--- src/rtl/bf17_pkg.sv ---
package bf17_pkg;

    // Geometry of the data being repaired
    localparam int PAGE_BYTES      = 4096;
    localparam int CHUNK_BYTES     = 128;
    localparam int HALF_BYTES      = CHUNK_BYTES / 2;
    localparam int PAGE_SHIFT      = $clog2(PAGE_BYTES);
    localparam int CHUNKS_PER_PAGE = PAGE_BYTES / CHUNK_BYTES;
    localparam int CHUNK_W         = $clog2(CHUNKS_PER_PAGE);

    // Physical address bit whose change forces a rewrite
    localparam int TAG_BIT = 17;

    typedef enum logic [2:0] {
        ST_IDLE,
        ST_PAGE,
        ST_RD_LO,
        ST_RD_HI,
        ST_WR_LO,
        ST_WR_HI,
        ST_FIN
    } seq_state_e;

    typedef enum logic {
        MODE_FIXUP = 1'b0,
        MODE_SAVE  = 1'b1
    } run_mode_e;

    function automatic int half_words(input int data_w);
        return HALF_BYTES / (data_w / 8);
    endfunction

endpackage

--- src/rtl/bf17_bitmap.sv ---
module bf17_bitmap #(
    parameter int MAX_PAGES = 16,
    localparam int IDX_W = (MAX_PAGES > 1) ? $clog2(MAX_PAGES) : 1
) (
    input  logic             clk,
    input  logic             rst,
    input  logic [IDX_W-1:0] idx,
    input  logic             wr_en,
    input  logic             wr_bit,
    input  logic             seal,
    output logic             rd_bit,
    output logic             recorded
);

    logic [MAX_PAGES-1:0] bits;

    always_ff @(posedge clk) begin
        if (rst) begin
            bits     <= '0;
            recorded <= 1'b0;
        end else begin
            if (wr_en) bits[idx] <= wr_bit;
            if (seal)  recorded  <= 1'b1;
        end
    end

    assign rd_bit = bits[idx];


    recorded_sticky_chk: assert property (@(posedge clk) disable iff (rst)
        recorded |=> recorded);

endmodule

--- src/rtl/bf17_hold.sv ---
module bf17_hold #(
    parameter int DATA_W = 64,
    parameter int WORDS  = 8,
    localparam int W_IDX = (WORDS > 1) ? $clog2(WORDS) : 1
) (
    input  logic              clk,
    input  logic              rst,
    input  logic              wr_en,
    input  logic [W_IDX-1:0]  wr_idx,
    input  logic [DATA_W-1:0] wr_data,
    input  logic [W_IDX-1:0]  rd_idx,
    output logic [DATA_W-1:0] rd_data
);

    logic [DATA_W-1:0] slot [WORDS];

    for (genvar g = 0; g < WORDS; g++) begin : g_slot
        always_ff @(posedge clk) begin
            if (rst)
                slot[g] <= '0;
            else if (wr_en && wr_idx == W_IDX'(g))
                slot[g] <= wr_data;
        end
    end

    assign rd_data = slot[rd_idx];

endmodule

--- src/rtl/bf17_seq.sv ---
module bf17_seq
    import bf17_pkg::*;
#(
    parameter int ADDR_W    = 32,
    parameter int DATA_W    = 64,
    parameter int MAX_PAGES = 16,
    localparam int CNT_W    = $clog2(MAX_PAGES + 1),
    localparam int IDX_W    = (MAX_PAGES > 1) ? $clog2(MAX_PAGES) : 1,
    localparam int HWORDS   = half_words(DATA_W),
    localparam int WORD_W   = $clog2(HWORDS)
) (
    input  logic              clk,
    input  logic              rst,
    input  logic              start,
    input  logic              start_save,
    input  logic [CNT_W-1:0]  page_count,
    output logic              busy,
    output logic              done,
    output logic [CNT_W-1:0]  dirty_pages,
    output logic [IDX_W-1:0]  pl_idx,
    input  logic [ADDR_W-1:0] pl_addr,
    output logic              mem_req_valid,
    input  logic              mem_req_ready,
    output logic              mem_req_we,
    output logic [ADDR_W-1:0] mem_req_addr,
    output logic [DATA_W-1:0] mem_req_wdata,
    input  logic              mem_rsp_valid,
    input  logic [DATA_W-1:0] mem_rsp_rdata,
    output logic              bm_wr_en,
    output logic              bm_wr_bit,
    output logic              bm_seal,
    input  logic              bm_rd_bit,
    input  logic              bm_recorded,
    output logic              hold_wr_en,
    output logic [WORD_W-1:0] hold_idx,
    input  logic [DATA_W-1:0] hold_rd_data
);

    localparam int BYTE_W = $clog2(DATA_W / 8);
    localparam int PFN_W  = ADDR_W - PAGE_SHIFT;

    typedef struct packed {
        logic              we;
        logic [ADDR_W-1:0] addr;
        logic [DATA_W-1:0] data;
    } req_t;

    seq_state_e         st;
    run_mode_e          mode;
    logic [CNT_W-1:0]   count;
    logic [CNT_W-1:0]   page_idx;
    logic [CNT_W-1:0]   dirty_cnt;
    logic [PFN_W-1:0]   pfn;
    logic [CHUNK_W-1:0] chunk;
    logic [WORD_W-1:0]  word;
    logic               wait_rsp;
    logic [DATA_W-1:0]  stage;

    logic [CNT_W-1:0]   count_in;
    logic               tag_now;
    logic               rewrite;
    logic               hs;
    logic               rsp_take;
    logic               word_last;
    logic               chunk_last;
    logic               page_last;
    logic               page_end;
    logic               upper_half;
    logic               rd_phase;
    req_t               req;
    logic               pl_low_unused;

    assign pl_low_unused = ^pl_addr[PAGE_SHIFT-1:0];

    assign count_in   = (page_count > CNT_W'(MAX_PAGES)) ? CNT_W'(MAX_PAGES) : page_count;
    assign tag_now    = pl_addr[TAG_BIT];
    assign rewrite    = (st == ST_PAGE) && (mode == MODE_FIXUP) && (tag_now != bm_rd_bit);
    assign word_last  = (word == WORD_W'(HWORDS - 1));
    assign chunk_last = (chunk == CHUNK_W'(CHUNKS_PER_PAGE - 1));
    assign page_last  = ((page_idx + CNT_W'(1)) == count);
    assign upper_half = (st == ST_RD_HI) || (st == ST_WR_HI);
    assign rd_phase   = (st == ST_RD_LO) || (st == ST_RD_HI);

    always_comb begin
        req.we   = (st == ST_WR_LO) || (st == ST_WR_HI);
        req.addr = {pfn, chunk, upper_half, word, {BYTE_W{1'b0}}};
        req.data = (st == ST_WR_LO) ? stage : hold_rd_data;
    end

    assign mem_req_valid = req.we || (rd_phase && !wait_rsp);
    assign mem_req_we    = req.we;
    assign mem_req_addr  = req.addr;
    assign mem_req_wdata = req.data;

    assign hs       = mem_req_valid && mem_req_ready;
    assign rsp_take = wait_rsp && mem_rsp_valid;
    assign page_end = ((st == ST_PAGE) && !rewrite) ||
                      ((st == ST_WR_HI) && hs && word_last && chunk_last);

    // Side interfaces
    assign pl_idx     = page_idx[IDX_W-1:0];
    assign bm_wr_en   = (st == ST_PAGE) && (mode == MODE_SAVE);
    assign bm_wr_bit  = tag_now;
    assign bm_seal    = (st == ST_FIN) && (mode == MODE_SAVE);
    assign hold_wr_en = (st == ST_RD_LO) && rsp_take;
    assign hold_idx   = word;

    assign busy        = (st != ST_IDLE);
    assign done        = (st == ST_FIN);
    assign dirty_pages = dirty_cnt;

    always_ff @(posedge clk) begin
        if (rst) begin
            st        <= ST_IDLE;
            mode      <= MODE_FIXUP;
            count     <= '0;
            page_idx  <= '0;
            dirty_cnt <= '0;
            pfn       <= '0;
            chunk     <= '0;
            word      <= '0;
            wait_rsp  <= 1'b0;
            stage     <= '0;
        end else begin
            if (hs && !req.we) wait_rsp <= 1'b1;
            if (rsp_take)      wait_rsp <= 1'b0;

            unique case (st)
                ST_IDLE: begin
                    if (start) begin
                        mode      <= start_save ? MODE_SAVE : MODE_FIXUP;
                        count     <= count_in;
                        page_idx  <= '0;
                        dirty_cnt <= '0;
                        if (count_in == '0 || (!start_save && !bm_recorded))
                            st <= ST_FIN;
                        else
                            st <= ST_PAGE;
                    end
                end
                ST_PAGE: begin
                    if (rewrite) begin
                        pfn       <= pl_addr[ADDR_W-1:PAGE_SHIFT];
                        chunk     <= '0;
                        word      <= '0;
                        dirty_cnt <= dirty_cnt + CNT_W'(1);
                        st        <= ST_RD_LO;
                    end
                end
                ST_RD_LO: begin
                    if (rsp_take) begin
                        word <= word + WORD_W'(1);
                        if (word_last) st <= ST_RD_HI;
                    end
                end
                ST_RD_HI: begin
                    if (rsp_take) begin
                        stage <= mem_rsp_rdata;
                        st    <= ST_WR_LO;
                    end
                end
                ST_WR_LO: begin
                    if (hs) begin
                        word <= word + WORD_W'(1);
                        st   <= word_last ? ST_WR_HI : ST_RD_HI;
                    end
                end
                ST_WR_HI: begin
                    if (hs) begin
                        word <= word + WORD_W'(1);
                        if (word_last) begin
                            chunk <= chunk + CHUNK_W'(1);
                            st    <= ST_RD_LO;
                        end
                    end
                end
                ST_FIN:  st <= ST_IDLE;
                default: st <= ST_IDLE;
            endcase

            if (page_end) begin
                if (page_last) begin
                    st <= ST_FIN;
                end else begin
                    page_idx <= page_idx + CNT_W'(1);
                    st       <= ST_PAGE;
                end
            end
        end
    end


    req_hold_chk: assert property (@(posedge clk) disable iff (rst)
        (mem_req_valid && !mem_req_ready) |=>
        (mem_req_valid && $stable(mem_req_we) && $stable(mem_req_addr) && $stable(mem_req_wdata)));


    save_quiet_chk: assert property (@(posedge clk) disable iff (rst)
        (mode == MODE_SAVE) |-> !mem_req_valid);


    done_pulse_chk: assert property (@(posedge clk) disable iff (rst)
        done |=> !done);


    dirty_keep_chk: assert property (@(posedge clk) disable iff (rst)
        (!busy && !start) |=> $stable(dirty_pages));


    rsp_phase_chk: assert property (@(posedge clk) disable iff (rst)
        rsp_take |-> rd_phase);


    always_comb begin
        if (!rst) dirty_bound_chk: assert (dirty_cnt <= count);
    end

endmodule

--- src/rtl/bf17_fixup_engine.sv ---
module bf17_fixup_engine
    import bf17_pkg::*;
#(
    parameter int ADDR_W    = 32,
    parameter int DATA_W    = 64,
    parameter int MAX_PAGES = 16,
    localparam int CNT_W    = $clog2(MAX_PAGES + 1),
    localparam int IDX_W    = (MAX_PAGES > 1) ? $clog2(MAX_PAGES) : 1
) (
    input  logic              clk,
    input  logic              rst,
    input  logic              start,
    input  logic              start_save,
    input  logic [CNT_W-1:0]  page_count,
    output logic              busy,
    output logic              done,
    output logic [CNT_W-1:0]  dirty_pages,
    output logic [IDX_W-1:0]  pl_idx,
    input  logic [ADDR_W-1:0] pl_addr,
    output logic              mem_req_valid,
    input  logic              mem_req_ready,
    output logic              mem_req_we,
    output logic [ADDR_W-1:0] mem_req_addr,
    output logic [DATA_W-1:0] mem_req_wdata,
    input  logic              mem_rsp_valid,
    input  logic [DATA_W-1:0] mem_rsp_rdata
);

    localparam int HWORDS = half_words(DATA_W);
    localparam int WORD_W = $clog2(HWORDS);

    logic              bm_wr_en;
    logic              bm_wr_bit;
    logic              bm_seal;
    logic              bm_rd_bit;
    logic              bm_recorded;
    logic              hold_wr_en;
    logic [WORD_W-1:0] hold_idx;
    logic [DATA_W-1:0] hold_rd_data;

    bf17_seq #(
        .ADDR_W    (ADDR_W),
        .DATA_W    (DATA_W),
        .MAX_PAGES (MAX_PAGES)
    ) u_seq (
        .clk           (clk),
        .rst           (rst),
        .start         (start),
        .start_save    (start_save),
        .page_count    (page_count),
        .busy          (busy),
        .done          (done),
        .dirty_pages   (dirty_pages),
        .pl_idx        (pl_idx),
        .pl_addr       (pl_addr),
        .mem_req_valid (mem_req_valid),
        .mem_req_ready (mem_req_ready),
        .mem_req_we    (mem_req_we),
        .mem_req_addr  (mem_req_addr),
        .mem_req_wdata (mem_req_wdata),
        .mem_rsp_valid (mem_rsp_valid),
        .mem_rsp_rdata (mem_rsp_rdata),
        .bm_wr_en      (bm_wr_en),
        .bm_wr_bit     (bm_wr_bit),
        .bm_seal       (bm_seal),
        .bm_rd_bit     (bm_rd_bit),
        .bm_recorded   (bm_recorded),
        .hold_wr_en    (hold_wr_en),
        .hold_idx      (hold_idx),
        .hold_rd_data  (hold_rd_data)
    );

    bf17_bitmap #(
        .MAX_PAGES (MAX_PAGES)
    ) u_bitmap (
        .clk      (clk),
        .rst      (rst),
        .idx      (pl_idx),
        .wr_en    (bm_wr_en),
        .wr_bit   (bm_wr_bit),
        .seal     (bm_seal),
        .rd_bit   (bm_rd_bit),
        .recorded (bm_recorded)
    );

    bf17_hold #(
        .DATA_W (DATA_W),
        .WORDS  (HWORDS)
    ) u_hold (
        .clk     (clk),
        .rst     (rst),
        .wr_en   (hold_wr_en),
        .wr_idx  (hold_idx),
        .wr_data (mem_rsp_rdata),
        .rd_idx  (hold_idx),
        .rd_data (hold_rd_data)
    );

endmodule

--- config.mk ---
export PLATFORM = sky130hd
export DESIGN_NAME = bf17_fixup_engine
export DESIGN_NICKNAME = d
export VERILOG_FILES = /design/src/rtl/bf17_pkg.sv /design/src/rtl/bf17_bitmap.sv /design/src/rtl/bf17_hold.sv /design/src/rtl/bf17_seq.sv /design/src/rtl/bf17_fixup_engine.sv
export SDC_FILE = /design/constraint.sdc
export NUM_CORES = 1
export LEC_CHECK = 0
export BUFFER_PORTS_ARGS = -buffer_cell sky130_fd_sc_hd__buf_2
export CAP_MARGIN = 15
export CORE_MARGIN = 1
export CORE_UTILIZATION = 50
export CTS_BUF_LIST = sky130_fd_sc_hd__clkbuf_16
export CTS_CLUSTER_DIAMETER = 60
export DETAILED_ROUTE_END_ITERATION = 12
export PLACE_DENSITY = 0.64
export SLEW_MARGIN = 20
export SYNTH_ARGS = -nofsm -noshare
export SYNTH_HDL_FRONTEND = slang
export SYNTH_SLANG_ARGS = --single-unit
--- constraint.sdc ---
create_clock -name clk -period 5.6 [get_ports clk]
set_input_delay 0.28 -clock clk [delete_from_list [all_inputs] [get_ports clk]]
set_output_delay 0.28 -clock clk [all_outputs]
set_load 0.01 [all_outputs]
==> flow_metrics.tcl <==
set metrics [dict create \
    status "finished clean" \
    slew_headroom 0.2472 \
    drive_gt1_frac 0.1979 \
    min_path_cells 4 \
    wl_per_cell_um 23.96 \
    clk_latency_ns 0.60 \
    gr-usage-all-layers 0.2618 \
    numClockSinks 644 \
    worst_pin_slew_ns 1.129 \
    synth_edf_count 512 \
    fin_crit_sh 0.6570 \
    port_buffers 200 \
    finalMaxSlewViolations 0 \
    holdCritStartpoint "mem_req_ready" \
    rr_startpoint "u_seq.st[1]" \
    leakage_nw 13.31 \
    netlist_instances 2196 \
    min_period_ns 3.679 \
    syn_area_um2 29130 \
    grt_max_degree 193 \
    finalHoldViolations 0 \
    die_x_um 243.4 \
    async_reset_ff_frac 0 \
    yosys-top-cells-area "edfxtp_1 53%, mux4_2 10%, dfxtp_1 9.1%, and3_1 7.1%, and2_1 4.2%" \
    yosys_warnings 0 \
    synthSimpleGateAreaFrac 0.1641 \
    rr_worst_depth 4 \
    cts_tree "done" \
    path_class "register to primary output" \
    mostFrequentLayoutCell "edfxtp_1" \
    r2r-end "u_hold.slot[6][39]" \
    synth_top_family_by_area "simple AND/OR/NAND/NOR gates" \
    cp-start-kind "register" \
    yosysTopAreaCellShare 0.5279 \
    rsz0062_at_grt "false" \
    grt_pass1_wl_um 116300 \
    yosys.area.top_type "edfxtp_1" \
    pin_count 216 \
    cts_buffer_depth 3 \
    cts_resized 0 \
    fin_setup_tns_ns 0 \
    hpwl_um 37620 \
    rows 88 \
    root_buffer "clkbuf_16" \
    synth_seq_cells 644 \
    synth_compound_area_frac 0.03673 \
    post_dp_cell_area_um2 30710 \
    arrival_ns 3.40 \
    ys_seq_area_frac 0.6186 \
    syn2layout_area_growth_pct 16.31 \
    design_area_um2 33880 \
    fin_nets 2509 \
    vias 18880 \
    wl_um 76830 \
    antenna_found_initial 4 \
    peakVddDrop_uv 226.1 \
    end_kind "primary output" \
    ys.flop_type "edfxtp_1" \
    layout_common_cells "512 x edfxtp_1, 326 x and3_1, 237 x nand2_1, 199 x buf_2, 195 x and2_1" \
    holdPathEnd "u_seq.st[2]" \
    cp_max_fo 90 \
    overflow 0 \
    grt_pass1_vias 19410 \
    chipHeight_um 243.4 \
    drv_cap 0 \
    skew_ns 0.01922 \
    start_util 0.5058 \
    drc 0 \
    drtIter0Drc 1829 \
    avgSynthCellArea_um2 13.26 \
    synthAdderAreaFrac 0.005585 \
    core_area_um2 57590 \
    powerDensity_nw_per_um2 341.3 \
    cts_max_level 3 \
    nFillCells 4557 \
    setup_viol 0 \
    muxShareOfSynthArea 0.1436 \
    cts_buffers 70 \
    r2r_setup_slack_ns 2.09 \
    synth.distinct_cells 60 \
    via_per_inst 5.887 \
    clk_pin_slew_ns 0.06 \
    dr.pass1.iters 5 \
    hold_class "primary input to register" \
    ant_nets 0 \
    synth_xor_area_frac 0.002406 \
    die_area_um2 59220 \
    gp_congestion 0.7880 \
    max_freq_mhz 271.8 \
    cp.required_ns 5.32 \
]
-- worst max-delay path by stage --
stage / startpoint / end / slack (ns)
2_1_floorplan: u_seq.st[1] / u_hold.slot[3][0] / 2.64
3_3_place_gp: u_seq.st[1] / u_hold.slot[4][62] / 2.15
3_5_place_dp: u_seq.st[1] / u_hold.slot[6][62] / 2.08
4_1_cts: register / mem_req_wdata[6] / 1.90
5_1_grt: u_seq.st[2] / mem_req_wdata[62] / 1.72
6_report: u_seq.st[2] / mem_req_wdata[62] / 1.92
-- Yosys cell counts, types with 3 or more instances --
| library cell | instances |
|---|---|
| mux2i_1 | 116 |
| nand3_1 | 7 |
| nand3b_1 | 8 |
| a21oi_1 | 82 |
| nand2_1 | 237 |
| xnor2_1 | 6 |
| nand4_1 | 3 |
| buf_1 | 19 |
| buf_6 | 3 |
| inv_1 | 11 |
| buf_4 | 8 |
| nor2_1 | 55 |
| nor3_1 | 9 |
| a21o_1 | 7 |
| buf_2 | 4 |
| mux4_2 | 130 |
| and3_1 | 329 |
| dfxtp_1 | 132 |
| o21a_1 | 3 |
| o22ai_1 | 3 |
| nand2b_1 | 8 |
| edfxtp_1 | 512 |
| clkbuf_1 | 163 |
| nor3b_1 | 3 |
| ha_1 | 13 |
| and2_1 | 195 |
| o21ai_0 | 70 |
| or3_1 | 4 |
| a31o_2 | 3 |
| a31oi_1 | 6 |
| nor2b_1 | 8 |
-- worst max-delay path, cell delays in order (launching register included) --
cell and delay (ns):
dfxtp_1 0.74, nand2b_1 0.34, nor2_4 0.20, buf_4 0.79, o21ai_0 0.45, buf_2 0.26
-- flip-flops by register name, summed over array words and instances, names as in the netlist, 5 cells and up, named ones only --
name               flops
u_hold.slot          512
u_seq.stage           64
u_seq.pfn             20
u_bitmap.bits         16
u_seq.chunk            5
u_seq.count            5
u_seq.dirty_pages      5
u_seq.page_idx         5
-- layout make-up --
cell class / count / area, um2 / area share
diodes: 1 / 2.502 / 0.00007387
clock buffers: 73 / 1827 / 0.05392
clock inverters: 51 / 424.2 / 0.01252
inverters: 11 / 41.29 / 0.001219
multi-input cells: 1346 / 10450 / 0.3085
flip-flops and latches: 644 / 18030 / 0.5322
well taps: 765 / 957.2 / 0.02825
repair buffers: 316 / 2143 / 0.06327
-- timing repair --
item	4_1_cts	5_1_grt
hold buffers	91	0
hold endpoints to repair	90	0
setup buffers	0	0
-- power breakdown --
group | total, mW | switching (mW) | internal [mW]
combinational | 1.53 | 0.916 | 0.609
sequential | 5.46 | 0.145 | 5.32
clock | 4.58 | 1.86 | 2.72
total | 11.6 | 2.92 | 8.64
-- cell families after synthesis --
kind of cell / count (synthesis)
xor gates and xnor gates: 8
and+or+nand+nor: 878
other: 1
buffers and inverters: 208
muxes: 252
DFF: 644
AOI/OAI and AO/OA: 192
adders and majority gates: 13
-- per-stage QoR --
stage / worst slack, ns / power [mW] / hold WS, ns / instances / util
global placement: 2.151 / 7.013 / 0.4406 / 2991 / 0.5333
floorplan: 2.635 / 6.475 / 0.4160 / 2198 / -
CTS: 1.905 / 11.65 / 0.1138 / 3206 / 0.5882
global route: 1.716 / 11.96 / 0.1897 / 3207 / 0.5883
detailed placement: 2.078 / 7.043 / 0.4469 / 2991 / 0.5333
finish: 1.921 / 11.56 / 0.1516 / 3207 / 0.5883
-- routing by layer --
layer,track usage,vias to the layer above,part of all wire
met5,0,-,0.00046
met2,0.4365,698,0.49
met1,0.3503,9547,0.42
li1,-,8507,-
met3,0.04098,121,0.065
met4,0.08805,6,0.024
Power figures use the tool's default switching activity.
